===== src/rtl/sdr_chk_pkg.sv =====
package sdr_chk_pkg;

  typedef enum logic [3:0] {
    C_DESEL, C_NOP, C_MRS, C_REF, C_ACT, C_RD, C_WR, C_PRE, C_BST
  } cmd_e;

  typedef enum logic [3:0] {
    V_NONE      = 4'd0,
    V_MRD       = 4'd1,
    V_NOT_IDLE  = 4'd2,
    V_ACT_OPEN  = 4'd3,
    V_RW_CLOSED = 4'd4,
    V_AP_BUSY   = 4'd5,
    V_RCD       = 4'd6,
    V_RC        = 4'd7,
    V_RP        = 4'd8,
    V_RRD       = 4'd9,
    V_RAS       = 4'd10,
    V_WR        = 4'd11,
    V_XBANK     = 4'd12
  } viol_e;

  typedef struct packed {
    logic act_open;
    logic rw_closed;
    logic ap_busy;
    logic rcd;
    logic rc;
    logic rp;
    logic ras;
    logic wr;
  } bank_err_t;

endpackage


===== src/rtl/sdr_bank_track.sv =====
module sdr_bank_track
  import sdr_chk_pkg::*;
#(
  parameter int T_RCD = 2,
  parameter int T_RP  = 2,
  parameter int T_RAS = 5,
  parameter int T_RC  = 7,
  parameter int T_WR  = 2,
  parameter int BL    = 4,
  parameter int CW    = 6
) (
  input  logic      clk,
  input  logic      rst_n,
  input  cmd_e      cmd,
  input  logic      hit,
  input  logic      pre_hit,
  input  logic      a10,
  output logic      open_o,
  output bank_err_t err
);
  localparam logic [CW-1:0] SAT   = '1;
  localparam logic [CW-1:0] K_RCD = CW'(T_RCD);
  localparam logic [CW-1:0] K_RP  = CW'(T_RP);
  localparam logic [CW-1:0] K_RAS = CW'(T_RAS);
  localparam logic [CW-1:0] K_RC  = CW'(T_RC);
  localparam logic [CW-1:0] K_BL1 = CW'(BL - 1);
  localparam logic [CW-1:0] K_WRE = CW'(BL - 1 + T_WR);
  localparam logic [CW-1:0] K_APR = CW'(BL);

  logic          open_q, ap_q;
  logic [CW-1:0] s_act, s_pre, s_wr, ap_cnt;
  logic          is_act, is_rw, is_wr, is_pre, ap_fire, closing;

  function automatic logic [CW-1:0] sat_inc(input logic [CW-1:0] v);
    return (v == SAT) ? v : v + 1'b1;
  endfunction

  always_comb begin
    is_act  = hit && (cmd == C_ACT);
    is_wr   = hit && (cmd == C_WR);
    is_rw   = hit && ((cmd == C_RD) || (cmd == C_WR));
    is_pre  = pre_hit && (cmd == C_PRE);
    ap_fire = ap_q && (ap_cnt == CW'(1));
    closing = (is_pre && open_q) || ap_fire;

    err.act_open  = is_act && open_q;
    err.rw_closed = is_rw && !open_q;
    err.ap_busy   = is_rw && ap_q;
    err.rcd       = is_rw && (s_act < K_RCD);
    err.rc        = is_act && (s_act < K_RC);
    err.rp        = is_act && !open_q && (s_pre < K_RP);
    err.ras       = is_pre && open_q && (s_act < K_RAS);
    err.wr        = is_pre && open_q && (s_wr > K_BL1) && (s_wr < K_WRE);
  end

  always_ff @(posedge clk) begin
    if (!rst_n) begin
      open_q <= 1'b0;
      ap_q   <= 1'b0;
      s_act  <= SAT;
      s_pre  <= SAT;
      s_wr   <= SAT;
      ap_cnt <= '0;
    end else begin
      s_act <= is_act ? CW'(1) : sat_inc(s_act);
      s_wr  <= is_wr  ? CW'(1) : sat_inc(s_wr);
      s_pre <= (closing && !is_act) ? CW'(1) : sat_inc(s_pre);
      if (is_act) begin
        open_q <= 1'b1;
        ap_q   <= 1'b0;
      end else if (closing) begin
        open_q <= 1'b0;
        ap_q   <= 1'b0;
      end else if (is_rw && a10) begin
        ap_q <= 1'b1;
      end
      if (is_rw && a10)              ap_cnt <= is_wr ? K_WRE : K_APR;
      else if (ap_q && ap_cnt != '0) ap_cnt <= ap_cnt - 1'b1;
    end
  end

  assign open_o = open_q;

  // a precharge that hits an open bank leaves it closed
  a_r7_pre_closes: assert property (@(posedge clk) disable iff (!rst_n)
    (is_pre && open_q) |=> !open_q);

  // the auto-precharge point closes the bank unless reactivated there
  a_r10_ap_closes: assert property (@(posedge clk) disable iff (!rst_n)
    (ap_q && ap_cnt == CW'(1) && !is_act) |=> !open_q);

endmodule


===== config.mk =====
export PLATFORM = sky130hd
export DESIGN_NAME = sdr_bank_track
export DESIGN_NICKNAME = d
export VERILOG_FILES = /design/src/rtl/sdr_chk_pkg.sv /design/src/rtl/sdr_bank_track.sv
export SDC_FILE = /design/constraint.sdc
export NUM_CORES = 1
export LEC_CHECK = 0
export BUFFER_PORTS_ARGS = -buffer_cell sky130_fd_sc_hd__buf_2
export CORE_MARGIN = 3
export CORE_UTILIZATION = 35
export CTS_CLUSTER_DIAMETER = 150
export DETAILED_ROUTE_END_ITERATION = 16
export PLACE_DENSITY = 0.59
export SLEW_MARGIN = 0
export SYNTH_ARGS = -nofsm -noshare
export SYNTH_HDL_FRONTEND = slang
export SYNTH_SLANG_ARGS = --single-unit

===== constraint.sdc =====
create_clock -name clk -period 1.85 [get_ports clk]
set_input_delay 0.2775 -clock clk [delete_from_list [all_inputs] [get_ports clk]]
set_output_delay 0.2775 -clock clk [all_outputs]
set_load 0.05 [all_outputs]

; ---- After elaboration in Yosys (flattened, before gate mapping)
; Index checks and enable logic that the tools add are counted.
[classes]
n_mux = 11
eq_ne = 11
addsub = 4
bitwise_logic = 1
order_cmp = 6
reduce_logical = 30
[ops]
columns = op, n
row1 = 6-bit 2-to-1 mux, 8
row2 = 1-bit logical AND, 19
row3 = "6-bit by 1-bit adder with 6-bit output, second input constant", 3
row4 = "6-bit == test, second input constant", 3
row5 = "6-bit by 3-bit < comparator with 1-bit output, second input constant", 3
row6 = "4-bit by 3-bit == test with 1-bit output, second input constant", 4
row7 = "6-bit by 2-bit < comparator with 1-bit output, second input constant", 2
row8 = "6-bit by 1-bit == test with 1-bit output, second input constant", 1
row9 = "6-bit by 2-bit greater-than comparator with 1-bit output, second input constant", 1
row10 = "2-bit inequality test, second input constant", 3
row11 = 6-bit nonzero test, 1
row12 = 2-bit OR reduction, 3
row13 = "6-bit by 1-bit subtractor with 6-bit output, second input constant", 1
row14 = 2-bit nonzero test, 2
row15 = 1-bit 2-to-1 mux, 3
row16 = 3-bit OR reduction, 1
row17 = 1-bit logical NOT, 2
row18 = 1-bit logical OR, 2
row19 = 1-bit NOT, 1
[word_totals]
input_bits = 9
wordCells = 72
ff_bits = 26
output_inout_bits = 9

; ---- Logic depth before layout (Yosys ltp)
[logic_depth]
word_depth = 6
depth_mapped = 6
mapped_depth_nobuf = 6

; ---- Worst setup path before layout
; Ideal clock, no wire load.
[synth_path]
path_kind = flip-flop to output port
start = register open_q (netlist: open_o)
end = output err[2] in the netlist's numbering
stages_incl_launch_ff = 3
path_buffers = 0
setup_slack_ps = -898
required_ps = 1572
arrival_ps = 2470
path_cell_list = dfxtp_1 > or4_1 > nor4_1
[synth_rtl]
columns = element, line
row1 = from (decl), sdr_bank_track.sv:30  ; logic open_q, ap_q;
row2 = from (signal assigned), sdr_bank_track.sv:58  ; open_q <= 1'b0;
row3 = from (signal assigned), sdr_bank_track.sv:69  ; open_q <= 1'b1;
row4 = from (signal assigned), sdr_bank_track.sv:72  ; open_q <= 1'b0;
row5 = to (decl), sdr_bank_track.sv:19  ; output bank_err_t err

==> qor.txt <==
total CTS buffers: 3
DRT antenna net count: 0
final non-filler cell total: 238
worst hold path class: in2reg
power share of the clock group: 16.5%
antenna violations before repair: 0
met1 GRT Util: 16.3%
crit path time final: 1790 ps
dpl cells: 234
GRT overflow: 0
largest net degree at the start of global routing: 21
Net Sw Frac: 37.7%
post-synthesis register bit count: 26
max frequency: 557 MHz
MaxCap Viol Count: 0
CTS H-tree depth: 1
first-pass GRT wire length: 5.49 mm
GPL Wtd Cong: 0.769
WL per Instance: 13.6 um
status: complete, no violations
Worst Skew: 3.50 ps
met3 global-route usage: 3.60%
R2R depth: 5
P&R area growth vs syn: 23.0%
WS Path Type: reg2out
Avg Cell Area, Syn: 8.70 um^2
via count: 1284
final hold violation count: 0
hold slack final: 270 ps
First-pass DRT Iterations: 4
CTS sink cnt: 26
gr busiest metal: met2
DP HPWL: 2.45 mm
Critical Path RT: 1570 ps
Critical Path Source: s_act[3]$_SDFFE_PN1P_
Worst Path Arrival: 1520 ps
Comb pwr share: 42.4%
# diodes: 0
Tightest Pin Transition: 407 ps
TritonCTS clock tree: built
Unique masters post-synth: 41
grt met2 use: 23.6%
Slew Viols, Final: 0
Slew HR: 72.8%
CP startpoint kind: flop
ranking of synthesized cells by area: dfxtp_1 (36%), ha_1 (7.0%), mux2i_1 (4.9%), a21oi_1 (4.2%), nand3_1 (4.2%)
P_int: 0.00142 W
Reg clk slew, reported paths: 90 ps
Clock Tree Root: clkbuf_8
row count: 22
Seq/Total Area, Yosys: 36.5%
nature of the critical path endpoint: primary output
share of cells above drive strength 1: 23.7%
Clk Latency, worst-skew pair: 270 ps
Yosys top cell area share: 36.5%
# DRC: 0
Final Setup Violations: 0
Worst R2R Start: s_pre[0]$_SDFFE_PP1N_
cell taking the most area after synthesis: dfxtp_1
Setup Buffers After CTS: 0
hold buffers post-CTS: 0
Initial Utilization: 37.6%
routed wire length: 3.24 mm
maximum vdd drop: 0.605 mV
CP Capture Point: err[1]
CTS max path bufs: 2
DR iter-0 viols: 45
Yosys Warn Count: 0
R2R Setup Slk: 270 ps
vias in the first global route: 1233
Post-Syn Nets: 181
NumNets Final: 208
Die H: 69.9 um
Tot GR Track Use: 13.6%
vias per cell: 5.39
Cells after Synth: 164
NetSw: 0.000858 W
Tcrit/Tclk final: 97.0%
Leak: 0.791 nW
r2r endpoint: s_pre[0]$_SDFFE_PP1N_
core area: 3800 um^2
mapped cell area: 1430 um^2
# IOs: 18
Filler Cells Inserted: 385
Die X: 69.9 um
DIE AREA: 4880 um^2
Pwr Density: 1300 nW/um^2
CP max FO: 7
unrepaired setup endpoints after global routing: true
Reg power frac: 41.1%
I/O Buffers: 17
registers in the layout, summed over array words and instances (netlist names):
register  flops
ap_cnt        6
s_act         6
s_pre         6
s_wr          6
ap_q          1
open_o        1
worst max-delay path, cell delays in order (launching register included):
cell and delay (ps):
dfxtp_1 380, or3_4 460, nor3_2 230, buf_6 190
cells in the mapped netlist (all sizes together):
master / number
nor2b: 1
nor3: 5
a21oi: 12
or4: 1
and4b: 2
xnor2: 4
nor2: 14
xor2: 3
inv: 8
nand4b: 1
a31o: 3
mux2i: 7
nand2b: 2
nand4: 3
o31ai: 3
a211oi: 5
nor3b: 1
nand2: 7
clkbuf: 3
or3b: 1
or3: 5
o21bai: 1
a31oi: 2
ha: 8
nor4: 3
and3: 4
dfxtp: 26
and4: 1
nand3b: 2
a21o: 1
nor4bb: 1
o21ai: 8
and3b: 1
nand3: 13
and2: 2
how the worst min path moves through the flow:
stage,start,end,slack (ps),cells past startpoint
3_5_place_dp,ap_cnt[1]$_SDFFE_PN0P_,ap_cnt[1]$_SDFFE_PN0P_,510,2
3_3_place_gp,ap_cnt[1]$_SDFFE_PN0P_,ap_cnt[1]$_SDFFE_PN0P_,500,2
2_1_floorplan,a10,ap_cnt[0]$_SDFFE_PN0P_,420,2
6_report,a10,ap_cnt[0]$_SDFFE_PN0P_,270,3
4_1_cts,a10,ap_cnt[0]$_SDFFE_PN0P_,260,3
5_1_grt,a10,ap_cnt[0]$_SDFFE_PN0P_,290,3
cells by family after synthesis:
kind of cell	after synthesis	share of synthesized area [%]
simple gates	70	29.1
compound gates	35	15.3
flops	26	36.5
buf+inv	11	2.89
fa+ha+maj	8	7.01
xor+xnor	7	4.29
mux	7	4.91
power groups by stage:
stage	registers, W	logic (W)	clock network (W)
finish	0.000936	0.000964	0.000376
global route	0.000963	0.00109	0.000405
CTS	0.000923	0.000966	0.000392
detailed placement	0.000932	0.000961	0
global placement	0.000925	0.000928	0
floorplan	0.000893	0.000795	0
layout by cell type, fill, tap and decap left out, types with 2 or more instances in the layout:
master,n
o31ai_1,3
ha_1,8
nand2b_1,2
nand3b_1,2
xnor2_1,4
and4b_1,2
nor3_1,2
or3_1,3
nand2_1,7
nand3_1,12
clkbuf_8,4
inv_1,8
a31o_2,3
buf_2,13
a211oi_1,4
nor2_1,14
dfxtp_2,2
buf_6,3
nor4_4,3
nand4_1,3
nor3_2,2
dfxtp_1,24
mux2i_1,7
o21ai_0,8
a31oi_1,2
buf_4,9
xor2_1,3
a21oi_1,12
and3_1,4
cell type report:
type                       instances  area, um^2  share of cell area (%)
timing repair buffer              25         166                    9.48
multi-input combinational        127         921                    52.5
inverter                           8        30.0                    1.71
sequential                        26         523                    29.8
clock buffer                       4        55.1                    3.14
tap                               48        60.1                    3.42
repair_timing:
item,CTS,global route
cloned,0,0
resized for setup,7,4
pin swaps,0,0
setup endpoints to repair,4,3
stage by stage:
stage          setup TNS (ps)  setup slack, ps  instance area [um^2]  util [%]  power (W)
6_report                    0             55.2                  1760      46.2    0.00228
3_3_place_gp                0             51.8                  1670      43.9    0.00185
4_1_cts                     0             19.5                  1750      45.9    0.00228
2_1_floorplan            -285             -126                  1470         -    0.00169
3_5_place_dp                0             41.7                  1670      43.9    0.00189
5_1_grt                 -15.4            -15.4                  1760      46.2    0.00246
routing by layer:
metal  share of wire, %  wire [um]  vias to the layer above
met5                  0          0                        -
met4                1.9         60                        0
met3                2.8         89                        8
met2                 48       1560                       22
met1                 47       1520                      602
li1                   -          -                      652
No activity file was read; power rests on OpenSTA's default activity.
